$ cat src/rtl/acmd_pkg.sv
`timescale 1ns/1ps
package acmd_pkg;
  localparam logic [2:0] ERR_NONE   = 3'd0;
  localparam logic [2:0] ERR_BUSY   = 3'd1;
  localparam logic [2:0] ERR_NOTSUP = 3'd2;
  localparam logic [2:0] ERR_EXC    = 3'd3;
  localparam logic [2:0] ERR_HALT   = 3'd4;

  localparam int A_DATA0 = 'h04;
  localparam int A_STAT  = 'h16;
  localparam int A_CMD   = 'h17;
  localparam int A_AUTO  = 'h18;
  localparam int A_PBUF0 = 'h20;
  localparam int AUTO_PBUF_LSB = 16;

  localparam logic [31:0] W_EBREAK    = 32'h0010_0073;
  localparam logic [11:0] CSR_SCRATCH = 12'h7B2;
  localparam logic [4:0]  R_ZERO      = 5'd0;
  localparam logic [4:0]  R_S0        = 5'd8;

  function automatic logic [31:0] enc_i(logic [11:0] imm, logic [4:0] rs1,
                                        logic [2:0] f3, logic [4:0] rd, logic [6:0] op);
    return {imm, rs1, f3, rd, op};
  endfunction

  function automatic logic [31:0] enc_s(logic [11:0] imm, logic [4:0] rs2, logic [4:0] rs1,
                                        logic [2:0] f3, logic [6:0] op);
    return {imm[11:5], rs2, rs1, f3, imm[4:0], op};
  endfunction

  // h holds offset bits 20:1 of a jal to x0
  function automatic logic [31:0] enc_jal(logic [19:0] h);
    return {h[19], h[9:0], h[10], h[18:11], 5'd0, 7'h6F};
  endfunction
endpackage

$ cat src/rtl/acmd_gen.sv
`timescale 1ns/1ps
module acmd_gen
  import acmd_pkg::*;
#(
  parameter int          ABS_N     = 5,
  parameter logic [11:0] DATA_ADDR = 12'h380,
  parameter int          PBUF_DIST = 32
) (
  input  logic [31:0] cmd_i,
  output logic [31:0] words_o [ABS_N],
  output logic        bad_o
);
  localparam int IW = $clog2(ABS_N);

  logic [2:0]    size;
  logic [15:0]   regno;
  logic          wr, xfer, post;
  logic [4:0]    rnum;
  logic [6:0]    ld_op, st_op;
  logic [IW-1:0] n;
  logic [19:0]   offh;
  logic          unused_bits;

  assign unused_bits = ^{cmd_i[31:23], cmd_i[19]};

  always_comb begin
    size  = cmd_i[22:20];
    post  = cmd_i[18];
    xfer  = cmd_i[17];
    wr    = cmd_i[16];
    regno = cmd_i[15:0];
    rnum  = regno[4:0];
    ld_op = regno[5] ? 7'h07 : 7'h03;
    st_op = regno[5] ? 7'h27 : 7'h23;
    bad_o = 1'b0;
    n     = '0;
    for (int k = 0; k < ABS_N; k++) words_o[k] = '0;

    if (xfer) begin
      if (size != 3'd2 && size != 3'd3) begin
        bad_o = 1'b1;
      end else if (regno < 16'h1000) begin
        words_o[0] = enc_i(CSR_SCRATCH, R_S0, 3'd1, R_ZERO, 7'h73);
        if (wr) begin
          words_o[1] = enc_i(DATA_ADDR, R_ZERO, size, R_S0, 7'h03);
          words_o[2] = enc_i(regno[11:0], R_S0, 3'd1, R_ZERO, 7'h73);
        end else begin
          words_o[1] = enc_i(regno[11:0], R_ZERO, 3'd2, R_S0, 7'h73);
          words_o[2] = enc_s(DATA_ADDR, R_S0, R_ZERO, size, 7'h23);
        end
        words_o[3] = enc_i(CSR_SCRATCH, R_ZERO, 3'd2, R_S0, 7'h73);
        n = IW'(4);
      end else if (regno < 16'h1040) begin
        words_o[0] = wr ? enc_i(DATA_ADDR, R_ZERO, size, rnum, ld_op)
                        : enc_s(DATA_ADDR, rnum, R_ZERO, size, st_op);
        n = IW'(1);
      end else begin
        bad_o = 1'b1;
      end
    end

    offh = 20'(PBUF_DIST / 2) - 20'({n, 1'b0});
    if (!bad_o) words_o[n] = post ? enc_jal(offh) : W_EBREAK;
  end
endmodule

$ cat src/rtl/acmd_goflags.sv
`timescale 1ns/1ps
module acmd_goflags #(
  parameter int NHARTS = 2,
  parameter int SEL_W  = 1
) (
  input  logic              clk,
  input  logic              rst_l,
  input  logic [SEL_W-1:0]  sel_i,
  input  logic              set_i,
  input  logic              clr_i,
  output logic [NHARTS-1:0] go_o
);
  for (genvar h = 0; h < NHARTS; h++) begin : g_hart
    logic hit;
    assign hit = (sel_i == SEL_W'(h));
    always_ff @(posedge clk or negedge rst_l) begin
      if (!rst_l)                     go_o[h] <= 1'b0;
      else if (hit && (set_i || clr_i)) go_o[h] <= set_i;
    end
  end
endmodule

$ cat src/rtl/acmd_seq.sv
`timescale 1ns/1ps
module acmd_seq
  import acmd_pkg::*;
#(
  parameter int          NHARTS    = 2,
  parameter int          DATA_N    = 2,
  parameter int          PBUF_N    = 4,
  parameter int          ABS_N     = 5,
  parameter int          ADDR_W    = 7,
  parameter logic [11:0] DATA_ADDR = 12'h380,
  parameter int          PBUF_DIST = 32,
  parameter int          SEL_W     = (NHARTS > 1) ? $clog2(NHARTS) : 1,
  parameter int          IDX_W     = $clog2(ABS_N)
) (
  input  logic              clk,
  input  logic              rst_n,
  input  logic              bus_wr,
  input  logic              bus_rd,
  input  logic [ADDR_W-1:0] bus_addr,
  input  logic [31:0]       bus_wdata,
  output logic [31:0]       bus_rdata,
  input  logic [SEL_W-1:0]  hart_sel,
  input  logic [NHARTS-1:0] hart_halted,
  input  logic              hart_going,
  input  logic              hart_halt_evt,
  input  logic [SEL_W-1:0]  hart_halt_id,
  input  logic              hart_exc,
  input  logic [IDX_W-1:0]  fetch_idx,
  output logic [31:0]       fetch_word,
  output logic [NHARTS-1:0] go_flags,
  output logic              busy,
  output logic [2:0]        err
);
  localparam int DIDX_W = (DATA_N > 1) ? $clog2(DATA_N) : 1;
  localparam int PIDX_W = (PBUF_N > 1) ? $clog2(PBUF_N) : 1;

  // reset: asynchronous assertion, synchronous release
  logic [1:0] rs_q;
  logic       rst_l;
  always_ff @(posedge clk or negedge rst_n) begin
    if (!rst_n) rs_q <= 2'b00;
    else        rs_q <= {rs_q[0], 1'b1};
  end
  assign rst_l = rs_q[1];

  logic [31:0]       data_q [DATA_N];
  logic [31:0]       pbuf_q [PBUF_N];
  logic [31:0]       abs_q  [ABS_N];
  logic [31:0]       cmd_q;
  logic [DATA_N-1:0] auto_d_q;
  logic [PBUF_N-1:0] auto_p_q;
  logic              busy_q, busy_d;
  logic [2:0]        err_q, err_d, set_code;

  logic [ADDR_W-1:0] doff, poff;
  logic [DIDX_W-1:0] didx;
  logic [PIDX_W-1:0] pidx;
  logic is_data, is_pbuf, acc, cmd_wr, stat_wr, auto_wr, auto_hit;
  logic launch, set_v, data_we, pbuf_we;
  logic [31:0] cmd_eff;
  logic [31:0] gen_words [ABS_N];
  logic        gen_bad;

  acmd_gen #(.ABS_N(ABS_N), .DATA_ADDR(DATA_ADDR), .PBUF_DIST(PBUF_DIST)) u_gen (
    .cmd_i(cmd_eff), .words_o(gen_words), .bad_o(gen_bad));

  acmd_goflags #(.NHARTS(NHARTS), .SEL_W(SEL_W)) u_go (
    .clk(clk), .rst_l(rst_l), .sel_i(hart_sel), .set_i(launch),
    .clr_i(hart_going), .go_o(go_flags));

  // address decode and command outcome
  always_comb begin
    doff     = bus_addr - ADDR_W'(A_DATA0);
    poff     = bus_addr - ADDR_W'(A_PBUF0);
    is_data  = doff < ADDR_W'(DATA_N);
    is_pbuf  = poff < ADDR_W'(PBUF_N);
    didx     = doff[DIDX_W-1:0];
    pidx     = poff[PIDX_W-1:0];
    acc      = bus_rd | bus_wr;
    cmd_wr   = bus_wr && (bus_addr == ADDR_W'(A_CMD));
    stat_wr  = bus_wr && (bus_addr == ADDR_W'(A_STAT));
    auto_wr  = bus_wr && (bus_addr == ADDR_W'(A_AUTO));
    auto_hit = !busy_q && acc &&
               ((is_data && auto_d_q[didx]) || (is_pbuf && auto_p_q[pidx]));
    cmd_eff  = cmd_wr ? bus_wdata : cmd_q;
    data_we  = bus_wr && is_data && !busy_q;
    pbuf_we  = bus_wr && is_pbuf && !busy_q;

    launch   = 1'b0;
    set_v    = 1'b0;
    set_code = ERR_NONE;
    if ((cmd_wr || auto_hit) && err_q == ERR_NONE) begin
      set_v = 1'b1;
      if (busy_q)                        set_code = ERR_BUSY;
      else if (cmd_eff[31:24] != 8'd0)   set_code = ERR_NOTSUP;
      else if (!hart_halted[hart_sel])   set_code = ERR_HALT;
      else if (gen_bad)                  set_code = ERR_NOTSUP;
      else begin
        set_v  = 1'b0;
        launch = 1'b1;
      end
    end
    if (busy_q && is_data && acc) begin
      set_v    = 1'b1;
      set_code = ERR_BUSY;
    end
    if (hart_exc && !set_v) begin
      set_v    = 1'b1;
      set_code = ERR_EXC;
    end

    err_d = err_q & ~(stat_wr ? bus_wdata[2:0] : 3'b000);
    if (set_v && err_d == ERR_NONE) err_d = set_code;

    busy_d = busy_q;
    if (launch) busy_d = 1'b1;
    else if (hart_halt_evt && hart_halt_id == hart_sel && !go_flags[hart_sel]) busy_d = 1'b0;
  end

  // state registers
  always_ff @(posedge clk or negedge rst_l) begin
    if (!rst_l) begin
      busy_q   <= 1'b0;
      err_q    <= ERR_NONE;
      cmd_q    <= '0;
      auto_d_q <= '0;
      auto_p_q <= '0;
      for (int k = 0; k < DATA_N; k++) data_q[k] <= '0;
      for (int k = 0; k < PBUF_N; k++) pbuf_q[k] <= '0;
      for (int k = 0; k < ABS_N; k++)  abs_q[k]  <= '0;
    end else begin
      busy_q <= busy_d;
      err_q  <= err_d;
      if (cmd_wr)  cmd_q <= bus_wdata;
      if (auto_wr) begin
        auto_d_q <= bus_wdata[DATA_N-1:0];
        auto_p_q <= bus_wdata[AUTO_PBUF_LSB +: PBUF_N];
      end
      if (data_we) data_q[didx] <= bus_wdata;
      if (pbuf_we) pbuf_q[pidx] <= bus_wdata;
      if (launch) begin
        for (int k = 0; k < ABS_N; k++) abs_q[k] <= gen_words[k];
      end
    end
  end

  // read path
  always_comb begin
    bus_rdata = '0;
    if (is_data)      bus_rdata = busy_q ? '1 : data_q[didx];
    else if (is_pbuf) bus_rdata = busy_q ? '1 : pbuf_q[pidx];
    else if (bus_addr == ADDR_W'(A_STAT)) bus_rdata = {27'd0, busy_q, 1'b0, err_q};
    else if (bus_addr == ADDR_W'(A_AUTO))
      bus_rdata = 32'(auto_d_q) | (32'(auto_p_q) << AUTO_PBUF_LSB);
  end

  assign fetch_word = (int'(fetch_idx) < ABS_N) ? abs_q[fetch_idx] : '0;
  assign busy       = busy_q;
  assign err        = err_q;
endmodule

$ cat config.mk
export PLATFORM = sky130hd
export DESIGN_NAME = acmd_seq
export DESIGN_NICKNAME = d
export VERILOG_FILES = /design/src/rtl/acmd_pkg.sv /design/src/rtl/acmd_gen.sv /design/src/rtl/acmd_goflags.sv /design/src/rtl/acmd_seq.sv
export SDC_FILE = /design/constraint.sdc
export NUM_CORES = 1
export LEC_CHECK = 0
export CAP_MARGIN = 30
export CORE_MARGIN = 2
export CORE_UTILIZATION = 60
export DETAILED_ROUTE_END_ITERATION = 10
export PLACE_DENSITY = 0.8
export SYNTH_ARGS = -nofsm -noshare
export SYNTH_HDL_FRONTEND = slang
export SYNTH_HIERARCHICAL = 1
export SYNTH_SLANG_ARGS = --single-unit
$ cat constraint.sdc
create_clock -name clk -period 13.23 [get_ports clk]
set_input_delay 3.3075 -clock clk [delete_from_list [all_inputs] [get_ports clk]]
set_output_delay 3.3075 -clock clk [all_outputs]
set_load 0.01 [all_outputs]
== Yosys cells after proc, flatten, opt, wreduce, memory -nomap -nowiden ==
Index checks and enable logic that the tools add are counted.

* Reductions and logical operators: 34
* Eq/ne operators: 6
* Bitwise operators: 9
* $add $sub $neg: 3
* Muxes and demuxes: 76
* Order comparisons: 15

{| class="wikitable"
|+ Operators with widths
! operator !! number
|-
| 32-bit two-way mux || 19
|-
| 128-bit two-way mux || 2
|-
| 160-bit bitwise mux || 1
|-
| 160-bit two-way mux || 1
|-
| 128-bit bitwise mux || 1
|-
| 32-bit binary-select mux with 3-bit select || 1
|-
| 32-bit demux with 3-bit select || 1
|-
| 96-bit two-way mux || 1
|-
| 32-bit binary-select mux with 2-bit select || 1
|-
| 64-bit bitwise mux || 1
|-
| 32-bit demux with 2-bit select || 1
|-
| 64-bit two-way mux || 1
|-
| 20-bit two-way mux || 2
|-
| 3-bit two-way mux || 13
|-
| 32-bit demux with 1-bit select || 1
|-
| 16-bit by 13-bit less-than comparator with 1-bit output (second input constant) || 2
|-
| 1-bit two-way mux || 26
|-
| 25-bit two-way mux || 1
|-
| 1-bit logical AND || 24
|-
| 7-bit by 5-bit equality test with 1-bit output (second input constant) || 3
|-
| 2-bit by 20-bit bitwise OR with 20-bit output || 1
|-
| 4-bit >= comparator (second input constant) || 2
|-
| 3-bit inverter with 4-bit output || 2
|-
| 8-bit nonzero test || 1
|-
| 27 further kinds || 34
|}

* Output and inout port bits: 70
* Bits in registers: 398
* Word-level logic and storage cells: 163

== Longest topological paths before layout ==
Gate-level depths: netlist (run 1).

* Depth in word-level cells: 19
* Gate-level depth with buffers: 18
* Mapped depth without buffers: 14

== By module ==
The synthesis (run 1) kept the hierarchy.

{| class="wikitable"
|+ By module, submodules not included
! module !! cells each !! instances !! area each (um^2)
|-
| acmd_seq || 1214 || 1 || 18144.9
|-
| acmd_gen || 222 || 1 || 1546.5
|-
| acmd_goflags || 7 || 1 || 82.6
|}

== Worst setup path before layout (run 1) ==
OpenSTA, ideal clock, no wires.

* Kind: input port to output port
* Start: input port bus_addr[0]
* End: output port bus_rdata[1]
* Path slack: 4.977 ns
* Cell stages on the path: 8
* Data arrival time: 4.946 ns
* Data required time: 9.922 ns
* Cells stage by stage: buf_2 buf_2 clkbuf_1 clkbuf_1 mux2i_1 a22oi_1 nor2_1 a21oi_1

* Longest elaborated chain between the ends: 8

{| class="wikitable"
|+ RTL lines
! element !! RTL line !! text
|-
| start, declared || acmd_seq.sv:19 || <nowiki>input logic [ADDR_W-1:0] bus_addr,</nowiki>
|-
| 7-bit by 6-bit subtractor with 7-bit output || acmd_seq.sv:74 || <nowiki>poff = bus_addr - ADDR_W'(A_PBUF0);</nowiki>
|-
| 2-bit inverter with 3-bit output (not written as such) || acmd_seq.sv:151 || <nowiki>else if (is_pbuf) bus_rdata = busy_q ? '1 : pbuf_q[pidx];</nowiki>
|-
| 32-bit binary-select mux with 2-bit select || acmd_seq.sv:151 ||
|-
| 32-bit two-way mux (not written as such) (2 in a row) || acmd_seq.sv:151 ||
|-
| 32-bit two-way mux (2 in a row) || acmd_seq.sv:151 ||
|-
| 32-bit two-way mux * || acmd_seq.sv:150 || <nowiki>if (is_data) bus_rdata = busy_q ? '1 : data_q[didx];</nowiki>
|-
| end, declared || acmd_seq.sv:21 || <nowiki>output logic [31:0] bus_rdata,</nowiki>
|}

Mark *: on every way between the ends. The rest lies on a longest branch, timed or not. The select of a mux whose other input is x is not followed.

== Worst setup path in the final report (run 1) ==
* Start: input port bus_addr[2]
* End: output port bus_rdata[10]

* Longest elaborated chain between the ends: 5

{| class="wikitable"
|+ RTL lines
! element !! RTL line
|-
| parallel branches: the longest is 4 deep, another holds 7-bit by 6-bit subtractor with 7-bit output || n/a
|-
| 32-bit two-way mux * || acmd_seq.sv:150
|}

Every way passes the cells marked *.

==> results of run 1 <==
[flip-flops by register name, summed over array words and instances (netlist names)]
name / flops
err: 3
auto_d_q: 2
busy: 1
abs_q: 160
pbuf_q: 128
rs_q: 2
auto_p_q: 4
u_go/go_o: 2
data_q: 64
cmd_q: 30
[power groups by stage]
| stage | combinational [W] | sequential (W) | clock, W |
|---|---|---|---|
| floorplan | 0.000150 | 0.00133 | 0 |
| global placement | 0.000209 | 0.00132 | 0 |
| detailed placement | 0.000218 | 0.00133 | 0 |
| CTS | 0.000220 | 0.00130 | 0.00117 |
| global route | 0.000240 | 0.00131 | 0.00122 |
| finish | 0.000219 | 0.00131 | 0.00115 |
[stage by stage]
step	util, %	hold WS [ns]	area, um^2	total power [W]
final	68.5	0.265	22200	0.00267
after global routing	68.5	0.302	22200	0.00277
after CTS	68.5	0.283	22200	0.00270
after detailed placement	64.3	0.277	20900	0.00154
after global placement	64.0	0.339	20800	0.00153
after floorplan	-	0.331	19900	0.00148
[layout make-up]
class	count	area (um^2)	area share, %
clock buffer	59	1220	5.47
multi-input combinational	873	8710	39.2
inverter	53	199	0.895
timing repair buffer	147	1480	6.67
clock inverter	13	143	0.642
tap	442	553	2.49
sequential	396	9910	44.6
[metal layers]
metal | wire [um] | vias to the layer above
met3 | 2120 | 61
met4 | 895 | 0
met5 | 0 | -
met1 | 18200 | 6067
met2 | 20200 | 314
li1 | - | 5145
[cells in the final DEF (no fill, tap or decap), types with 5 or more instances in the layout]
master / instances
mux2i_1: 28
a31o_2: 5
conb_1: 68
clkbuf_8: 8
buf_4: 21
nand3_1: 8
mux2_2: 312
and3_1: 14
mux2_4: 78
nand2b_1: 5
nor3_1: 6
and2_1: 10
clkbuf_1: 8
o211ai_1: 24
nand2_1: 76
o21ai_0: 44
ha_1: 8
mux4_2: 65
inv_1: 53
nor2_1: 27
clkinv_2: 7
dfrtp_1: 395
clkbuf_16: 43
clkdlybuf4s50_1: 119
a21oi_1: 10
nor2b_1: 7
[critical path, stage by stage]
cell             delay [ns]
clkdlybuf4s50_1        0.57
inv_1                  0.11
ha_1                   0.23
xnor2_1                0.14
and3_1                 0.31
o21ai_2                0.57
buf_4                  0.34
o211ai_1               0.13
clkdlybuf4s50_1        0.51
[path summary, 6_finish.rpt]
kind | startpoint | to | slack (ns) | cells after the start
max in group asynchronous | rst_n | rs_q[1] | 10.17 | 1
worst max-delay path | bus_addr[2] | bus_rdata[10] | 3.70 | 9
worst min register to register | rs_q[1] | abs_q[29] | 0.26 | 0
worst max register to register | cmd_q[11] | abs_q[89] | 8.84 | 12
worst min-delay path | rs_q[1] | abs_q[29] | 0.26 | 0
min in group clk | rs_q[0] | rs_q[1] | 0.35 | 0
==> reports/qor.csv, run 1 <==
stage;metric;value;unit
finish;syn_to_final_growth;12.8;%
sta;min_period_over_period;72.0;%
clock_network;clock-root-buffer;clkbuf_16;
sta;fin_ws;3.70;ns
flow_run;maxCapViolCount;0;
routing;wl;41400;um
placement;dp_hpwl;26800;um
finish;n_fill_cell;2268;
critical_path;cp-end-kind;output pin;
critical_path;path_max_fanout;13;
sta;max_freq;105;MHz
floorplanning;start_util;60.7;%
run_status;outcome;complete, no violations;
synth;ys_warn_count;6;
power;p_seq_share;48.8;%
clock_network;htree_levels;2;
finish;finalNonFillerCells;1983;
synth;netlist_area;0.0197;mm^2
sta;report.final.slew_viol_count;0;
power;internal-power;0.00206;W
power;peakVddDrop;0.101;mV
clock_network;cts_sinks;396;
synth;netlist_instances;1439;
clock_network;cts_hold_buf;0;
power;clock_power_share;43.0;%
sta;tightest_slew;0.973;ns
floorplanning;die-area;0.0343;mm^2
placement;place_congestion;0.817;
routing;route.vias.total;11600;
global_routing;gr-total-overflow;0;
sta;relSlewSlack;34.8;%
routing;firstDrtPassIters;4;
global_routing;antenna_found_initial;0;
sta;tns;0;ns
synth;avgSynthCellArea;13.7;um^2
floorplanning;ios;123;
global_routing;grt_pass1_vias;12300;
global_routing;use_met3;3.79;%
clock_network;clk_pin_slew;0.06;ns
min_path;hp-class;flop to async pin;
placement;placedCellCount;1911;
critical_path;start_kind;primary input;
floorplanning;core;0.0325;mm^2
finish;nets;1574;
critical_path;critPathRequiredTime;9.92;ns
clock_network;cts_max_path_buffers;3;
sta;rsz0062_at_grt;false;
floorplanning;dieWidth;185;um
clock_network;cts_tree;yes;
sta;hold_violations;0;
power;power_density;120;mW/mm^2
global_routing;grt_use_total;25.1;%
critical_path;worstPathArrival;6.22;ns
sta;worst_clock_skew;0.0133;ns
floorplanning;row_count;66;
routing;avgRoutedWirePerCell;20.9;um
power;switchingPower;0.000615;W
finish;n_antenna_cell;0;
routing;postRouteAntennaNets;0;
clock_network;cts_setup_buffers;0;
routing;drtIter0Drc;812;
routing;drc;0;
global_routing;grt_pass1_wl;67100;um
critical_path;path_class;primary input to output pin;
placement;place_ws;3.75;ns
sta;final-setup-viol-count;0;
global_routing;use_met1;35.3;%
placement;io_buffers;122;
routing;routed_via_density;5.84;
power;p_leak;10.7;nW
clock_network;cts-buffers-inserted;42;
global_routing;use_met2;41.2;%
power;p_sw_share;23.0;%
floorplanning;die_h;185;um
sta;final.min_clock_period;9.53;ns
clock_network;clk-insertion-delay-late;0.53;ns
global_routing;grt.busiest_layer;met2;
finish;final_layout_size_suffix_gt1_share;37.5;%
global_routing;grt_max_degree;178;
clock_network;cts_resized;0;
power;combPwrFrac;8.2;%
(Power assumes the default switching activity.)
==> inputs of run 2 (changes only) <==
==> constraint.sdc (replaced) <==
create_clock -name clk -period 9.3 [get_ports clk]
set_input_delay 2.325 -clock clk [delete_from_list [all_inputs] [get_ports clk]]
set_output_delay 2.325 -clock clk [all_outputs]
set_load 0.01 [all_outputs]
==> reports/qor.csv, run 2 (synthesis gave the netlist of run 1 again) <==
stage;metric;value;unit;change
run_status;outcome;complete, no violations;;
clock_network;cts_sinks;396;;unchanged
clock_network;clk-insertion-delay-late;0.55;ns;+0.02 ns
sta;rsz0062_at_grt;false;;
flow_run;maxCapViolCount;0;;unchanged
power;peakVddDrop;0.126;mV;+25%
finish;regMostFlops;abs_q;;
floorplanning;core;0.0325;mm^2;unchanged
power;power_density;171;mW/mm^2;+42%
sta;worst_clock_skew;0.0213;ns;+0.00797 ns
finish;n_fill_cell;2236;;-1.4%
floorplanning;die-area;0.0343;mm^2;unchanged
finish;final_area;0.0222;mm^2;about the same
clock_network;cts_setup_buffers;0;;unchanged
sta;fin_ws;1.70;ns;-2.00 ns
critical_path;r2r-start;cmd_q[10];;
global_routing;grt_max_degree;135;;-24%
min_path;hold-path-cell-count;0;;
placement;place_congestion;0.850;;+4.0%
critical_path;path_max_fanout;14;;+1
sta;relSlewSlack;32.7;%;-2.1 points
critical_path;path_common_cell;clkdlybuf4s50_1;;
clock_network;cts_resized;0;;unchanged
floorplanning;start_util;60.7;%;unchanged
sta;max_freq;132;MHz;
finish;final_cell_mix;dfrtp_1, mux2_2, clkdlybuf4s50_1;;
routing;routed_via_density;5.84;;about the same
min_path;worstHoldStart;rs_q[0];;
min_path;hp-class;flop to flop;;
routing;m1WireLength;18300;um;+0.59%
clock_network;cts_hold_buf;0;;unchanged
critical_path;r2r_end;abs_q[94];;
floorplanning;row_count;66;;unchanged
sta;report.final.slew_viol_count;0;;unchanged
critical_path;path_class;primary input to output pin;;
clock_network;cts-buffers-inserted;42;;unchanged
global_routing;grt_use_total;25.2;%;+0.10 points
critical_path;start_kind;primary input;;
routing;route.vias.total;11600;;+0.47%
clock_network;clk_pin_slew;0.05;ns;about the same
sta;min_period_over_period;81.7;%;
sta;final-setup-viol-count;0;;unchanged
critical_path;cp-end-kind;output pin;;
clock_network;htree_levels;2;;unchanged
power;p_leak;10.7;nW;about the same
global_routing;grt_pass1_wl;67300;um;+0.20%
sta;tns;0;ns;unchanged
finish;top_regs;abs_q x160, pbuf_q x128, data_q x64;;
sta;tightest_slew;1.01;ns;+0.0352 ns
routing;dr_wl_met3;2140;um;+0.94%
sta;holdWs;0.346;ns;+0.0815 ns
placement;post_dp_cell_area;0.0208;mm^2;-0.22%
min_path;min_to;rs_q[1];;
finish;syn_to_final_growth;12.8;%;about the same
floorplanning;dieWidth;185;um;unchanged
finish;final_common_cell;dfrtp_1;;
finish;nets;1577;;+0.19%
routing;drtIter0Drc;727;;-10%
sta;hold_violations;0;;unchanged
finish;largest_reg_flops;160;;unchanged
placement;place_ws;1.42;ns;-2.32 ns
critical_path;cpMaxStageDelayCell;clkdlybuf4s50_1;;
critical_path;worstRegToRegCells;9;;-3
finish;final_layout_size_suffix_gt1_share;37.4;%;-0.13 points
critical_path;path_cells;clkdlybuf4s50_1, inv_1, ha_1, xnor2_1, and3_1, o21ai_2, buf_4, o211ai_1, clkdlybuf4s50_1;;
global_routing;gr-total-overflow;0;;unchanged
floorplanning;ios;123;;unchanged
global_routing;grt_pass1_vias;12100;;-1.5%
routing;avgRoutedWirePerCell;20.9;um;about the same
routing;firstDrtPassIters;5;;+1
placement;dp_hpwl;26600;um;-0.60%
global_routing;antenna_found_initial;1;;+1
routing;drc;0;;unchanged
routing;wl;41600;um;+0.53%
clock_network;clock-root-buffer;clkbuf_16;;
critical_path;r2r_setup_slack;5.21;ns;-3.63 ns
power;finalPower;0.00379;W;+42%
critical_path;worstPathArrival;5.27;ns;-0.95 ns
clock_network;cts_tree;yes;;
clock_network;cts_max_path_buffers;3;;unchanged
floorplanning;die_h;185;um;unchanged
routing;postRouteAntennaNets;0;;unchanged
critical_path;max_stage_delay;0.57;ns;about the same
sta;final.min_clock_period;7.60;ns;
routing;highest_layer;met4;;
routing;met2_length;20400;um;+1.0%
critical_path;critPathRequiredTime;6.98;ns;-2.94 ns
placement;io_buffers;122;;unchanged
-- run 2: changes by cell type in the layout (fill, tap and decap cells not counted), moves of 2 or more --
cell / change
clkinv_2: -2
clkbuf_8: +2
clkbuf_1: +7
bufinv_16: -2
clkinv_8: -2
inv_6: +2
buf_4: +3
-- run 2: cell type report --
cell class / instances / area, um^2 / area share [%]
clock inverters: 10 / 100 / 0.451
multi-input cells: 873 / 8710 / 39.2
well taps: 442 / 553 / 2.49
diodes: 1 / 2.50 / 0.0113
flip-flops and latches: 396 / 9910 / 44.6
clock buffers: 67 / 1240 / 5.60
repair buffers: 150 / 1500 / 6.74
inverters: 53 / 199 / 0.896
-- run 2: worst max path at each step --
stage | endpoint | startpoint | cells past startpoint
floorplan | abs_q[0] | rs_q[1] | 0
global placement | abs_q[91] | bus_addr[3] | 15
detailed placement | abs_q[94] | bus_addr[2] | 14
CTS | bus_rdata[31] | bus_addr[2] | 9
global route | bus_rdata[31] | bus_addr[2] | 9
finish | bus_rdata[31] | bus_addr[2] | 9
-- run 2: critical path: cells and delay by family --
kind | cells | cell delay [ns]
xor gates and xnor gates | 1 | 0.14
buffers and inverters | 4 | 1.54
adders and majority gates | 1 | 0.22
and+or+nand+nor | 1 | 0.31
AOI/OAI and AO/OA | 2 | 0.73
-- run 2: metrics by stage --
stage / cells / util (%)
4_1_cts: 1989 / 68.3
3_3_place_gp: 1912 / 64.1
2_1_floorplan: 1505 / -
5_1_grt: 1992 / 68.5
3_5_place_dp: 1912 / 64.1
6_report: 1992 / 68.5
-- run 2: where the power goes --
part           internal, W  leakage (nW)  switching [W]  total [W]
Clock             0.000928         0.657       0.000696    0.00162
Combinational     0.000150          4.63       0.000161   0.000311
Sequential         0.00181          5.43      0.0000471    0.00186
Total              0.00289          10.7       0.000904    0.00379
-- run 2: per-layer routing --
metal,global-route usage [%],up-vias
met5,0,-
met4,5.84,0
met3,3.72,50
met2,41.2,306
met1,36.1,6130
li1,-,5155
